==> config.mk <==
export PLATFORM = sky130hd
export DESIGN_NAME = smi_indirect_seq
export DESIGN_NICKNAME = d
export VERILOG_FILES = /design/src/rtl/smi_seq_pkg.sv /design/src/rtl/smi_cmd_fmt.sv /design/src/rtl/smi_poll_limit.sv /design/src/rtl/smi_indirect_seq.sv
export SDC_FILE = /design/constraint.sdc
export NUM_CORES = 1
export LEC_CHECK = 0
export CELL_PAD_IN_SITES_DETAIL_PLACEMENT = 0
export CELL_PAD_IN_SITES_GLOBAL_PLACEMENT = 1
export CORE_UTILIZATION = 30
export DETAILED_ROUTE_END_ITERATION = 8
export DONT_BUFFER_PORTS = 1
export HOLD_SLACK_MARGIN = 0.15
export PLACE_DENSITY = 0.61
export SLEW_MARGIN = 40
export SYNTH_ARGS = -nofsm -noshare
export SYNTH_HDL_FRONTEND = slang
export SYNTH_SLANG_ARGS = --single-unit
==> constraint.sdc <==
create_clock -name clk -period 3.8 [get_ports clk]
set_clock_uncertainty 0.1 [all_clocks]
set_input_delay 0.38 -clock clk [delete_from_list [all_inputs] [get_ports clk]]
set_output_delay 0.38 -clock clk [all_outputs]
set_load 0.01 [all_outputs]
==> src/rtl/smi_seq_pkg.sv <==
package smi_seq_pkg;
    localparam int ADDR_W = 5;
    localparam int DATA_W = 16;

    localparam logic [ADDR_W-1:0] REG_CMD  = 5'd0;
    localparam logic [ADDR_W-1:0] REG_DATA = 5'd1;

    localparam int BUSY_BIT  = 15;
    localparam int STYLE_BIT = 12;
    localparam logic [1:0] OP_RD = 2'b10;
    localparam logic [1:0] OP_WR = 2'b01;

    typedef enum logic [2:0] {
        S_IDLE,
        S_DIRECT,
        S_PRE_POLL,
        S_WR_DATA,
        S_CMD,
        S_POST_POLL,
        S_RD_DATA
    } seq_state_e;

    typedef struct packed {
        seq_state_e        st;
        logic [ADDR_W-1:0] bus;
        logic [ADDR_W-1:0] dev;
        logic [ADDR_W-1:0] rg;
        logic              wr;
        logic [DATA_W-1:0] wdata;
        logic              done;
        logic              err;
        logic [DATA_W-1:0] rdata;
    } seq_regs_t;
endpackage

==> src/rtl/smi_cmd_fmt.sv <==
module smi_cmd_fmt
    import smi_seq_pkg::*;
(
    input  logic              is_write,
    input  logic [ADDR_W-1:0] dev,
    input  logic [ADDR_W-1:0] rg,
    output logic [DATA_W-1:0] word
);
    always_comb begin
        word            = '0;
        word[BUSY_BIT]  = 1'b1;
        word[STYLE_BIT] = 1'b1;
        word[11:10]     = is_write ? OP_WR : OP_RD;
        word[9:5]       = dev;
        word[4:0]       = rg;
    end
endmodule

==> src/rtl/smi_poll_limit.sv <==
module smi_poll_limit #(
    parameter int LIMIT = 1000
) (
    input  logic clk,
    input  logic rst_n,
    input  logic clr,
    input  logic step,
    output logic last
);
    localparam int CNT_W = (LIMIT > 1) ? $clog2(LIMIT) : 1;

    logic [CNT_W-1:0] cnt_d, cnt_q;

    always_comb begin
        cnt_d = cnt_q;
        if (clr)
            cnt_d = '0;
        else if (step)
            cnt_d = cnt_q + 1'b1;
    end

    always_ff @(posedge clk) begin
        if (!rst_n)
            cnt_q <= '0;
        else
            cnt_q <= cnt_d;
    end

    assign last = (cnt_q == CNT_W'(LIMIT - 1));

    initial begin
        a_r7_limit_positive: assert (LIMIT >= 1);
    end
endmodule

==> src/rtl/smi_indirect_seq.sv <==
module smi_indirect_seq
    import smi_seq_pkg::*;
#(
    parameter int POLL_LIMIT = 1000
) (
    input  logic              clk,
    input  logic              rst_n,
    input  logic [ADDR_W-1:0] cfg_bus_addr,
    input  logic              req_valid,
    output logic              req_ready,
    input  logic [ADDR_W-1:0] req_dev,
    input  logic [ADDR_W-1:0] req_reg,
    input  logic              req_write,
    input  logic [DATA_W-1:0] req_wdata,
    output logic              done,
    output logic              err,
    output logic [DATA_W-1:0] rdata,
    output logic              mb_valid,
    output logic              mb_write,
    output logic [ADDR_W-1:0] mb_phy,
    output logic [ADDR_W-1:0] mb_reg,
    output logic [DATA_W-1:0] mb_wdata,
    input  logic              mb_done,
    input  logic              mb_err,
    input  logic [DATA_W-1:0] mb_rdata
);
    seq_regs_t         q, d;
    logic [DATA_W-1:0] cmd_word;
    logic              poll_clr, poll_step, poll_last;
    logic              fin, fin_err;
    logic [DATA_W-1:0] fin_data;

    smi_cmd_fmt u_fmt (
        .is_write (q.wr),
        .dev      (q.dev),
        .rg       (q.rg),
        .word     (cmd_word)
    );

    smi_poll_limit #(.LIMIT(POLL_LIMIT)) u_poll (
        .clk   (clk),
        .rst_n (rst_n),
        .clr   (poll_clr),
        .step  (poll_step),
        .last  (poll_last)
    );

    always_comb begin
        d         = q;
        d.done    = 1'b0;
        d.err     = 1'b0;
        d.rdata   = '0;
        poll_clr  = 1'b0;
        poll_step = 1'b0;
        fin       = 1'b0;
        fin_err   = 1'b0;
        fin_data  = '0;
        mb_write  = 1'b0;
        mb_phy    = q.bus;
        mb_reg    = REG_CMD;
        mb_wdata  = '0;

        case (q.st)
            S_IDLE: begin
                poll_clr = 1'b1;
                if (req_valid) begin
                    d.bus   = cfg_bus_addr;
                    d.dev   = req_dev;
                    d.rg    = req_reg;
                    d.wr    = req_write;
                    d.wdata = req_wdata;
                    d.st    = (cfg_bus_addr == '0) ? S_DIRECT : S_PRE_POLL;
                end
            end
            S_DIRECT: begin
                mb_write = q.wr;
                mb_phy   = q.dev;
                mb_reg   = q.rg;
                mb_wdata = q.wdata;
                if (mb_done) begin
                    fin      = 1'b1;
                    fin_err  = mb_err;
                    fin_data = q.wr ? '0 : mb_rdata;
                end
            end
            S_PRE_POLL, S_POST_POLL: begin
                if (mb_done) begin
                    if (mb_err) begin
                        fin     = 1'b1;
                        fin_err = 1'b1;
                    end else if (!mb_rdata[BUSY_BIT]) begin
                        poll_clr = 1'b1;
                        if (q.st == S_PRE_POLL)
                            d.st = q.wr ? S_WR_DATA : S_CMD;
                        else if (q.wr)
                            fin = 1'b1;
                        else
                            d.st = S_RD_DATA;
                    end else if (poll_last) begin
                        fin     = 1'b1;
                        fin_err = 1'b1;
                    end else begin
                        poll_step = 1'b1;
                    end
                end
            end
            S_WR_DATA: begin
                mb_write = 1'b1;
                mb_reg   = REG_DATA;
                mb_wdata = q.wdata;
                if (mb_done) begin
                    if (mb_err) begin
                        fin     = 1'b1;
                        fin_err = 1'b1;
                    end else begin
                        d.st = S_CMD;
                    end
                end
            end
            S_CMD: begin
                mb_write = 1'b1;
                mb_wdata = cmd_word;
                if (mb_done) begin
                    if (mb_err) begin
                        fin     = 1'b1;
                        fin_err = 1'b1;
                    end else begin
                        poll_clr = 1'b1;
                        d.st     = S_POST_POLL;
                    end
                end
            end
            S_RD_DATA: begin
                mb_reg = REG_DATA;
                if (mb_done) begin
                    fin      = 1'b1;
                    fin_err  = mb_err;
                    fin_data = mb_rdata;
                end
            end
            default: d.st = S_IDLE;
        endcase

        if (fin) begin
            d.st    = S_IDLE;
            d.done  = 1'b1;
            d.err   = fin_err;
            d.rdata = fin_err ? '0 : fin_data;
        end
    end

    always_ff @(posedge clk) begin
        if (!rst_n) begin
            q    <= '0;
            q.st <= S_IDLE;
        end else begin
            q <= d;
        end
    end

    assign req_ready = (q.st == S_IDLE);
    assign mb_valid  = (q.st != S_IDLE);
    assign done      = q.done;
    assign err       = q.err;
    assign rdata     = q.rdata;

    a_r1_direct_target: assert property (@(posedge clk) disable iff (!rst_n)
        (mb_valid && q.bus == '0) |-> (mb_phy == q.dev && mb_reg == q.rg && mb_write == q.wr));

    a_r2_indirect_target: assert property (@(posedge clk) disable iff (!rst_n)
        (mb_valid && q.bus != '0) |-> (mb_phy == q.bus && mb_reg <= REG_DATA));

    a_r3_cmd_format: assert property (@(posedge clk) disable iff (!rst_n)
        (mb_valid && q.bus != '0 && mb_write && mb_reg == REG_CMD) |->
        (mb_wdata[15] && mb_wdata[12] && !mb_wdata[14] && !mb_wdata[13]
         && (mb_wdata[11:10] == OP_RD || mb_wdata[11:10] == OP_WR)));

    a_r4_open_with_poll: assert property (@(posedge clk) disable iff (!rst_n)
        ($rose(mb_valid) && q.bus != '0) |-> (!mb_write && mb_reg == REG_CMD));

    a_r8_bus_error: assert property (@(posedge clk) disable iff (!rst_n)
        (mb_valid && mb_done && mb_err) |=> (done && err && !mb_valid));

    a_r7_err_no_data: assert property (@(posedge clk) disable iff (!rst_n)
        err |-> (done && rdata == '0));

    a_r9_ready_exclusive: assert property (@(posedge clk) disable iff (!rst_n)
        req_ready |-> !mb_valid);

    a_r9_done_pulse: assert property (@(posedge clk) disable iff (!rst_n)
        done |=> !done);
endmodule

Yosys cells after proc, flatten, opt, wreduce, memory -nomap -nowiden --
Cells that the tools add are included.
Storage, ports and cells: latch bits 0, flip-flop bits (word level) 63, memory bits (writable) 0, memories kept 0, ROM bits 0, output and inout port bits 47, word-level logic and storage cells 94
Cells by class: reductions and logical operators 14, multiplexer cells 50, order comparisons 0, add/sub/neg operators 1, div/mod/pow operators 0, multipliers 0, bitwise logic cells 3, shift-type cells 0, eq/ne operators 16
Operator list (count):
- 16-bit two-way mux | 4
- 16-bit one-hot mux with 2 select lines | 2
- 35-bit two-way mux | 1
- 3-bit two-way mux | 10
- 1-bit two-way mux | 23
- 18-bit two-way mux | 1
- 2-bit != test, second input constant | 8
- 3-bit one-hot mux with 5 select lines | 1
- 2-bit OR reduction | 7
- 10-bit by 1-bit adder with 10-bit output, second input constant | 1
- 10-bit == test, second input constant | 1
- 5-bit one-hot mux with 2 select lines | 1
- 10-bit AND reduction | 1
- 3-bit == test, second input constant | 3
- 1-bit one-hot mux with 3 select lines | 3
- 3-bit by 2-bit == test with 1-bit output, second input constant | 2
- 5-bit zero test | 1
- 5-bit two-way mux | 1
- 2-bit two-way mux | 2
- 2-bit AND reduction | 2
- 3-bit by 1-bit == test with 1-bit output, second input constant | 1
- 3-bit zero test | 1
- 3-bit != test, second input constant | 1
- 1-bit inverter | 3
- 3 further kinds | 3

Longest topological paths before layout --
Gate-level depths: netlist of the first run.
depth after elaboration 8, depth in mapped cells 8

Cells and area by module --
Synthesis of the first run repeated with hierarchy kept, for this count alone.
Unflattened totals: cell total of the unflattened synthesis 363, area, all modules 3099.2 µm²
By module, submodules not included:
- smi_indirect_seq | area each 2481.1 µm², cells an instance 291, times used 1
- smi_poll_limit | area each 494.2 µm², cells an instance 54, times used 1
- smi_cmd_fmt | area each 123.9 µm², cells an instance 18, times used 1

Least setup slack after synthesis of the first run --
OpenSTA, ideal clock, no wires.
kind reg2out, from register q[51] (netlist name), to output mb_wdata[11], data required time 3.320 ns, data arrival time 1.395 ns, path slack 1.925 ns, stages on the path, launching flop included 7, cells stage by stage dfxtp_1 buf_2 inv_1 nand2_1 nor2_1 clkbuf_1 a22o_1
On the way: longest elaborated chain between the ends 3, elaborated cells on any way between the ends 5, classes of those cells eq/ne: 3; mux: 1; reduce/logical: 1
Ends and longest elaborated chain:
- start, declared | RTL line smi_indirect_seq.sv:27 | seq_regs_t q, d;
- 3-bit by 2-bit == test with 1-bit output or 3-bit by 1-bit == test with 1-bit output (tied branches) | RTL line smi_indirect_seq.sv:63 | case (q.st)
- 2-bit OR reduction (no line)
- 16-bit one-hot mux with 2 select lines (*) | RTL line smi_indirect_seq.sv:63
- end, declared | RTL line smi_indirect_seq.sv:22 | output logic [DATA_W-1:0] mb_wdata,
Every way passes the cells marked *; elsewhere a longest branch is shown, timed or not.

Final worst setup path of the first run --
from register q[50] (netlist name), to output mb_reg[4]
On the way: longest elaborated chain between the ends 3, elaborated cells on any way between the ends 5, classes of those cells eq/ne: 3; mux: 1; reduce/logical: 1
Ends and longest elaborated chain:
- 3-bit == test or 3-bit by 2-bit == test with 1-bit output (tied branches) | RTL line smi_indirect_seq.sv:63
- 2-bit OR reduction (no line)
- 5-bit one-hot mux with 2 select lines (*) | RTL line smi_indirect_seq.sv:63
- end, declared | RTL line smi_indirect_seq.sv:21 | output logic [ADDR_W-1:0] mb_reg,
Marks and branches as above.

==> run_results.csv, run 1 <==
group,metric,value,unit
synthesis,yosys_register_bits,63,
worst_hold_path,hp-class,"in -> reg",
clock_tree,postCtsHoldBufs,51,
critical_path,cpPeakStageDelay,0.74,ns
clock_tree,cts_buffers,9,
global_routing,grt-ovfl-total,0,
sta,fin_crit,2.77,ns
clock_tree,cts-root-buf,"clkbuf_8",
clock_tree,clk_latency,0.34,ns
clock_tree,cts_tree,"yes",
synthesis,synth_area_leaders,"dfxtp_1 43%, nand2_1 9.8%, a21oi_1 6.0%, buf_4 4.9%, and2_1 4.1%",
final_layout,num_antenna_cells,0,
critical_path,cp_max_fo,19,
placement,port_buffers,0,
floorplanning,start_util,0.313,
final_layout,nFillCells,998,
synthesis,yosysTopAreaCell,"dfxtp_1",
critical_path,cp-start-kind,"register",
sta,layout_setup_ws,1.03,ns
placement,place_congestion,0.734,
pwr,p_per_area,426,nW/um^2
synthesis,synth_ff_type,"dfxtp_1",
synthesis,yosysWarningCount,0,
floorplanning,ioPinCount,100,
synthesis,syn_nets,408,
final_layout,final_nets,436,
critical_path,cp_data_required_time,3.32,ns
outcome,status,"completed",
synthesis,muxShareOfSynthArea,0.0227,
global_routing,first_global_vias,2311,
detailed_routing,vias_per_cell,4.77,
floorplanning,rows,35,
synthesis,synth_most_common_cell,"nand2_1",
synthesis,synth-simple-area-share,0.255,
detailed_routing,wl_per_cell,15.0,um
flow_run,maxCapViolations,0,
synthesis,synth_compound_area_frac,0.176,
sta,max_freq,0.362,GHz
global_routing,grt_first_pass_wirelength,12000,um
synthesis,yosysSeqAreaShare,0.432,
global_routing,gr-usage-all-layers,0.159,
synthesis,synth_top_family_by_area,"simple AND/OR/NAND/NOR gates",
placement,place_ws,1.17,ns
sta,setup_tns,0,ns
sta,worstMarginPinSlew,0.730,ns
synthesis,netlist_area,2920,sq um
sta,grt_setup_unrepaired,"false",
synthesis,yosys.area_share.adder,0.00429,
pwr,leakage,1.32,nW
sta,hold_viol_final,0,
placement,dp_hpwl,5130,um
synthesis,synth.avg_cell_area,8.25,sq um
sta,drv_slew,0,
clock_tree,cts_setup_buffers,0,
detailed_routing,dr.pass1.iters,4,
synthesis,synth-edff-count,0,
floorplanning,die_h,101,um
global_routing,grt_max_degree,36,
critical_path,cp-end-kind,"primary output",
floorplanning,coreArea,9330,sq um
sta,finalCritPeriodShare,0.728,
critical_path,slowest_stage,"dfxtp_1",
synthesis,syn_inst,354,
detailed_routing,wirelength,7740,um
global_routing,antenna_found_initial,0,
critical_path,crit_type,"reg -> out",
sta,setup_viol,0,
clock_tree,ctsResizeCount,0,
detailed_routing,drt-initial-drc-count,107,
clock_tree,numClockSinks,63,
critical_path,crit_chain,"inv_2 -> nor2_1 -> buf_4 -> and3_1",
clock_tree,path_clk_slew,0.07,ns
synthesis,yosys-top-cells-count,"76 x nand2_1, 63 x dfxtp_1, 35 x a21oi_1",
clock_tree,cts_max_level,3,
floorplanning,die_w,101,um
detailed_routing,vias,2459,
pwr,peakVddDrop,0.239,mV
clock_tree,clk_path_buf_depth,2,
synthesis,synth_cell_types,51,
synthesis,synthXorXnorAreaFrac,0.0240,
synthesis,synth_top_cell_area_share,0.432,
final_layout,finish.utilization,0.382,
synthesis,synthArstFlopShare,0,
detailed_routing,drc,0,
critical_path,crit_arrival,2.29,ns
sta,slew-limit-headroom,0.513,
final_layout,drive_gt1_frac,0.0803,
floorplanning,dieArea,10100,sq um
final_layout,area_delta_synth_final,22.0,%
detailed_routing,ant_nets,0,
[cell usage in the layout, fill, tap and decap left out, drive strengths merged, types with 2 or more instances in the layout]
| cell type | count |
|---|---|
| xnor2 | 5 |
| nor2 | 19 |
| o21ai | 10 |
| clkbuf | 14 |
| nand2b | 2 |
| a21o | 3 |
| nand3 | 5 |
| nand4 | 5 |
| or3 | 2 |
| dfxtp | 63 |
| clkinv | 2 |
| nor3b | 4 |
| a22o | 12 |
| dlygate4sd3 | 51 |
| a31oi | 3 |
| mux2 | 5 |
| o211ai | 2 |
| a21oi | 35 |
| xor2 | 3 |
| nor3 | 7 |
| and3 | 4 |
| buf | 4 |
| inv | 6 |
| nor2b | 4 |
| nand2 | 76 |
| nand3b | 2 |
| and2 | 19 |
[stage by stage]
step,hold slack (ns),total power [W],instances,cell area [sq um]
floorplan,0.332,0.000948,354,2920
global placement,0.341,0.000996,449,2890
detailed placement,0.347,0.00100,449,2890
CTS,0.158,0.00155,515,3560
global route,0.177,0.00161,515,3560
finish,0.178,0.00152,515,3560
[sequential cells by signal, summed over array words and instances (netlist names)]
register and cells:
u_poll.cnt_q 10, q 35, rdata 16, err 1, done 1
[power by group]
part | total (W) | leakage [nW] | internal, W | switching [W]
sequential | 0.000748 | 0.513 | 0.000702 | 0.0000464
combinational | 0.000276 | 0.722 | 0.000117 | 0.000160
clock | 0.000494 | 0.0805 | 0.000251 | 0.000243
total | 0.00152 | 1.32 | 0.00107 | 0.000449
[cell type report]
type,instances,area (sq um),share of cell area
timing repair buffer,55,541,0.152
clock buffer,14,153,0.0429
tap,129,161,0.0453
clock inverter,1,5.00,0.00140
sequential,63,1260,0.354
inverter,7,26.3,0.00738
multi-input combinational,246,1420,0.397
[metal layers]
layer,track usage,vias up,wire length (um)
li1,-,1241,-
met1,0.185,1138,3360
met2,0.256,73,3730
met3,0.0687,7,570
met4,0.0635,0,76
met5,0,-,0
[final timing paths]
kind | cells after the start | slack [ns] | startpoint | endpoint
setup / recovery | 4 | 1.03 | q[50] | mb_reg[4]
hold / removal | 2 | 0.18 | cfg_bus_addr[4] | q[51]
setup reg to reg | 5 | 1.24 | q[51] | done
hold reg to reg | 2 | 0.35 | q[32] | q[32]
[kinds of logic (layout without fill, tap and decap cells)]
group,Yosys count,in the layout
AOI/OAI and AO/OA,78,78
and+or+nand+nor,153,153
adders and majority gates,1,1
buffers and inverters,45,77
DFF,63,63
muxes,6,6
xor gates and xnor gates,8,8
[worst max-delay path, delay by kind of cell (launching register included)]
kind | cells | cell delay [ns]
AND/OR/NAND/NOR | 2 | 0.74
buffers and inverters | 2 | 0.45
flip-flops | 1 | 0.74
(Power assumes the default switching activity.)
==> run 2, diff against run 1 <==
--- a/config.mk
+++ b/config.mk
@@ -11,7 +11,7 @@
 export DETAILED_ROUTE_END_ITERATION = 8
 export DONT_BUFFER_PORTS = 1
 export HOLD_SLACK_MARGIN = 0.15
-export PLACE_DENSITY = 0.61
+export PLACE_DENSITY = 0.63
 export SLEW_MARGIN = 40
 export SYNTH_ARGS = -nofsm -noshare
 export SYNTH_HDL_FRONTEND = slang
==> constraint.sdc (replaced) <==
create_clock -name clk -period 2.3 [get_ports clk]
set_clock_uncertainty 0.1 [all_clocks]
set_input_delay 0.23 -clock clk [delete_from_list [all_inputs] [get_ports clk]]
set_output_delay 0.23 -clock clk [all_outputs]
set_load 0.01 [all_outputs]
==> run_results.csv, run 2 (same netlist as run 1, synthesis figures left out) <==
group,metric,value,unit
outcome,status,"completed",
sta,worstMarginPinSlew,0.602,ns
sta,layout_setup_ws,0.166,ns
critical_path,cp_max_fo,12,
clock_tree,cts_max_level,3,
final_layout,final_cell_area,3670,sq um
pwr,clock_power_share,0.357,
sta,setup_viol,0,
floorplanning,rows,35,
global_routing,grt_max_degree,34,
final_layout,multiInputGateArea,1410,sq um
sta,max_freq,0.469,GHz
sta,slew-limit-headroom,0.594,
pwr,p_per_area,732,nW/um^2
critical_path,crit_arrival,2.32,ns
pwr,switchingPower,0.000784,W
sta,grt_setup_unrepaired,"false",
floorplanning,start_util,0.313,
pwr,swShare,0.292,
clock_tree,numClockSinks,63,
clock_tree,clk_latency,0.33,ns
critical_path,cp-start-kind,"register",
clock_tree,cts_buffers,9,
detailed_routing,drt-initial-drc-count,138,
placement,dp_hpwl,5160,um
final_layout,nFillCells,971,
pwr,peakVddDrop,0.363,mV
global_routing,first_global_vias,2547,
detailed_routing,ant_nets,0,
global_routing,grt_first_pass_wirelength,12700,um
final_layout,largest_register_ffs,35,
global_routing,gr-usage-all-layers,0.163,
final_layout,num_antenna_cells,0,
sta,drv_slew,0,
floorplanning,die_h,101,um
critical_path,crit_type,"reg -> reg",
detailed_routing,dr.pass1.iters,4,
sta,hold_viol_final,0,
pwr,leakage,1.38,nW
clock_tree,clk_path_buf_depth,2,
worst_hold_path,hp-class,"in -> reg",
detailed_routing,vias_per_cell,4.86,
final_layout,area_delta_synth_final,25.7,%
pwr,combPwrFrac,0.192,
clock_tree,path_clk_slew,0.07,ns
placement,place_ws,0.424,ns
final_layout,regMostFlops,"q",
placement,port_buffers,0,
final_layout,layout_common_cells,"76 x nand2_1, 62 x dfxtp_1, 52 x dlygate4sd3_1",
flow_run,maxCapViolations,0,
floorplanning,ioPinCount,100,
final_layout,drive_gt1_frac,0.106,
detailed_routing,wl_per_cell,15.0,um
global_routing,antenna_found_initial,0,
critical_path,cp_data_required_time,2.48,ns
pwr,p_seq_frac,0.452,
detailed_routing,vias,2553,
placement,place_area,2960,sq um
sta,finalCritPeriodShare,0.928,
final_layout,mostFrequentLayoutCell,"nand2_1",
placement,place_congestion,0.786,
clock_tree,cts_tree,"yes",
pwr,totalPowerFinal,0.00269,W
floorplanning,dieArea,10100,sq um
final_layout,regArea,1260,sq um
clock_tree,cts-root-buf,"clkbuf_8",
detailed_routing,drc,0,
pwr,p_int,0.00190,W
floorplanning,coreArea,9330,sq um
global_routing,grt-ovfl-total,0,
clock_tree,cts_setup_buffers,0,
critical_path,cp-end-kind,"register",
floorplanning,die_w,101,um
final_layout,final_nets,445,
detailed_routing,wirelength,7880,um
sta,fin_crit,2.13,ns
sta,setup_tns,0,ns
run 2: cell count changes in the layout (fill, tap and decap cells not counted), sizes merged:
cell	delta
buf	+8
bufinv	+1
clkbuf	-2
clkinv	+2
dlygate4sd3	+1
run 2: area by class of cell:
type | instances | area share
clock buffers | 12 | 0.0395
well taps | 129 | 0.0440
flip-flops and latches | 63 | 0.344
inverters | 7 | 0.00716
multi-input cells | 246 | 0.383
clock inverters | 4 | 0.0123
repair buffers | 64 | 0.170
run 2: power by group through the flow:
stage	Combinational [W]	Sequential (W)	Clock, W
finish	0.000516	0.00121	0.000958
global route	0.000574	0.00122	0.00103
CTS	0.000517	0.00121	0.000988
detailed placement	0.000442	0.00124	0
global placement	0.000438	0.00124	0
floorplan	0.000354	0.00121	0
run 2: final timing paths:
check              start  cells past startpoint  endpoint  slack [ns]
setup / recovery   q[51]                      5       err        0.17
hold / removal    mb_err                      3     q[51]        0.17
setup reg to reg   q[51]                      5       err        0.17
hold reg to reg    q[32]                      2     q[32]        0.35
run 2: repair_timing:
item,CTS,global route
endpoints found under the hold margin,63,0
hold buffers,52,0
gates resized for setup,0,1
setup endpoints to repair,0,1
run 2: routing by layer:
| metal | wire length (um) | vias to the layer above | global-route usage |
|---|---|---|---|
| li1 | - | 1265 | - |
| met5 | 0 | - | 0 |
| met3 | 509 | 9 | 0.0513 |
| met1 | 3650 | 1199 | 0.205 |
| met4 | 85 | 0 | 0.0535 |
| met2 | 3640 | 80 | 0.266 |
run 2: critical path, cell delays in order, from the launching register on:
cell and delay (ns):
dfxtp_2 0.44, or3b_4 0.43, a21boi_2 0.25, nand2_1 0.10
a211oi_1 0.19, dlygate4sd3_1 0.56
run 2: stage by stage:
stage	cells	hold slack, ns	utilization
final	525	0.167	0.393
after detailed placement	457	0.255	0.317
after floorplan	354	0.252	-
after global placement	457	0.252	0.317
after CTS	525	0.164	0.393
after global routing	525	0.184	0.393
==> run 3, diff against run 2 <==
--- a/config.mk
+++ b/config.mk
@@ -5,13 +5,13 @@
 export SDC_FILE = /design/constraint.sdc
 export NUM_CORES = 1
 export LEC_CHECK = 0
-export CELL_PAD_IN_SITES_DETAIL_PLACEMENT = 0
+export BUFFER_PORTS_ARGS = -buffer_cell sky130_fd_sc_hd__buf_2
+export CELL_PAD_IN_SITES_DETAIL_PLACEMENT = 1
 export CELL_PAD_IN_SITES_GLOBAL_PLACEMENT = 1
 export CORE_UTILIZATION = 30
 export DETAILED_ROUTE_END_ITERATION = 8
-export DONT_BUFFER_PORTS = 1
-export HOLD_SLACK_MARGIN = 0.15
-export PLACE_DENSITY = 0.63
+export HOLD_SLACK_MARGIN = 0.06
+export PLACE_DENSITY = 0.76
 export SLEW_MARGIN = 40
 export SYNTH_ARGS = -nofsm -noshare
 export SYNTH_HDL_FRONTEND = slang
==> run_results.csv, run 3 (same netlist as run 1, synthesis figures left out) <==
group,metric,value,unit
final_layout,largest_register_ffs,35,
sta,finalCritPeriodShare,0.914,
detailed_routing,vias_per_cell,4.78,
critical_path,crit_type,"reg -> out",
clock_tree,cts-root-buf,"clkbuf_8",
detailed_routing,highest_layer,"met4",
detailed_routing,wirelength,9060,um
final_layout,mostFrequentLayoutCell,"buf_2",
global_routing,grt_max_degree,36,
detailed_routing,vias,2944,
floorplanning,rows,35,
worst_hold_path,hp-class,"in -> reg",
sta,layout_setup_ws,0.197,ns
placement,dp_hpwl,5870,um
global_routing,grt-ovfl-total,0,
detailed_routing,drt-met1-wl,3870,um
sta,slew-limit-headroom,0.683,
flow_run,maxCapViolations,0,
clock_tree,cts_max_level,3,
placement,port_buffers,99,
global_routing,antenna_found_initial,0,
floorplanning,die_h,101,um
floorplanning,coreArea,9330,sq um
final_layout,finish.utilization,0.438,
final_layout,regMostFlops,"q",
floorplanning,die_w,101,um
sta,setup_viol,0,
sta,whs,0.0977,ns
floorplanning,dieArea,10100,sq um
final_layout,drive_gt1_frac,0.292,
placement,placed_cells,553,
detailed_routing,drc,0,
final_layout,layout_common_cells,"99 x buf_2, 76 x nand2_1, 60 x dfxtp_1",
final_layout,fin_cells,616,
placement,place_ws,0.150,ns
detailed_routing,dr_wl_met3,576,um
global_routing,grt_first_pass_wirelength,14900,um
floorplanning,ioPinCount,100,
final_layout,nFillCells,1145,
pwr,leakage,1.79,nW
clock_tree,numClockSinks,63,
final_layout,area_delta_synth_final,40.0,%
clock_tree,cts_buffers,9,
detailed_routing,drt-initial-drc-count,104,
critical_path,crit_arrival,1.77,ns
detailed_routing,dr.pass1.iters,4,
clock_tree,cts_tree,"yes",
pwr,peakVddDrop,0.336,mV
global_routing,first_global_vias,3111,
sta,hold_viol_final,0,
clock_tree,clk_path_buf_depth,2,
sta,setup_tns,0,ns
critical_path,cp-end-kind,"primary output",
clock_tree,path_clk_slew,0.07,ns
sta,max_freq,0.476,GHz
sta,grt_setup_unrepaired,"false",
critical_path,cp-start-kind,"register",
final_layout,final_nets,536,
sta,drv_slew,0,
sta,fin_crit,2.10,ns
global_routing,gr-usage-all-layers,0.190,
sta,worstMarginPinSlew,0.474,ns
placement,place_congestion,0.767,
floorplanning,start_util,0.313,
detailed_routing,dr_wl_met2,4460,um
final_layout,num_antenna_cells,0,
critical_path,cp_max_fo,22,
detailed_routing,ant_nets,0,
clock_tree,clk_latency,0.35,ns
detailed_routing,wl_per_cell,14.7,um
pwr,p_per_area,658,nW/um^2
outcome,status,"completed",
critical_path,cp_data_required_time,1.97,ns
==> run 3: what timing repair did <==
action	CTS	global route
setup endpoints to repair	15	1
gates resized for setup	3	1
setup buffers	0	0
hold buffers	47	0
hold endpoints to repair	47	0
==> run 3: through the flow <==
stage	total power [W]	instance area [sq um]
after floorplan	0.00157	2920
after global placement	0.00173	3420
after detailed placement	0.00175	3420
after CTS	0.00272	4080
after global routing	0.00285	4090
final	0.00269	4090
==> run 3: cell type report <==
cell class                      instances  area (sq um)  area share
Clock buffer                           10           138      0.0337
Clock inverter                          6          45.0      0.0110
Inverter                                7          26.3     0.00643
Multi-Input combinational cell        246          1420       0.347
Sequential cell                        63          1260       0.309
Tap cell                              129           161      0.0395
Timing Repair Buffer                  155          1030       0.253
==> run 3: final timing paths <==
check         from         endpoint  slack, ns  depth (start not counted)
max          q[52]      mb_wdata[2]       0.20                          5
min          rst_n  u_poll.cnt_q[5]        0.1                          3
max reg2reg  q[51]            q[40]       0.36                          7
min reg2reg  q[47]            q[47]       0.36                          2
==> run 3: per-layer routing <==
layer | vias up | GRT usage
met1 | 1394 | 0.210
li1 | 1447 | -
met2 | 92 | 0.341
met4 | 0 | 0.0658
met5 | - | 0
met3 | 11 | 0.0596
==> run 3: critical path, stage by stage, from the launching register on <==
cell and delay, ns:
dfxtp_2 0.59, nand2_1 0.17, nor2_1 0.13, buf_4 0.23, a22o_1 0.18, buf_2 0.13
==> run 3: power by group <==
group	switching [W]	total, W	leakage (nW)	internal [W]
Sequential	0.0000640	0.00122	0.514	0.00116
Clock	0.000472	0.000895	0.0849	0.000423
Combinational	0.000317	0.000573	1.19	0.000256
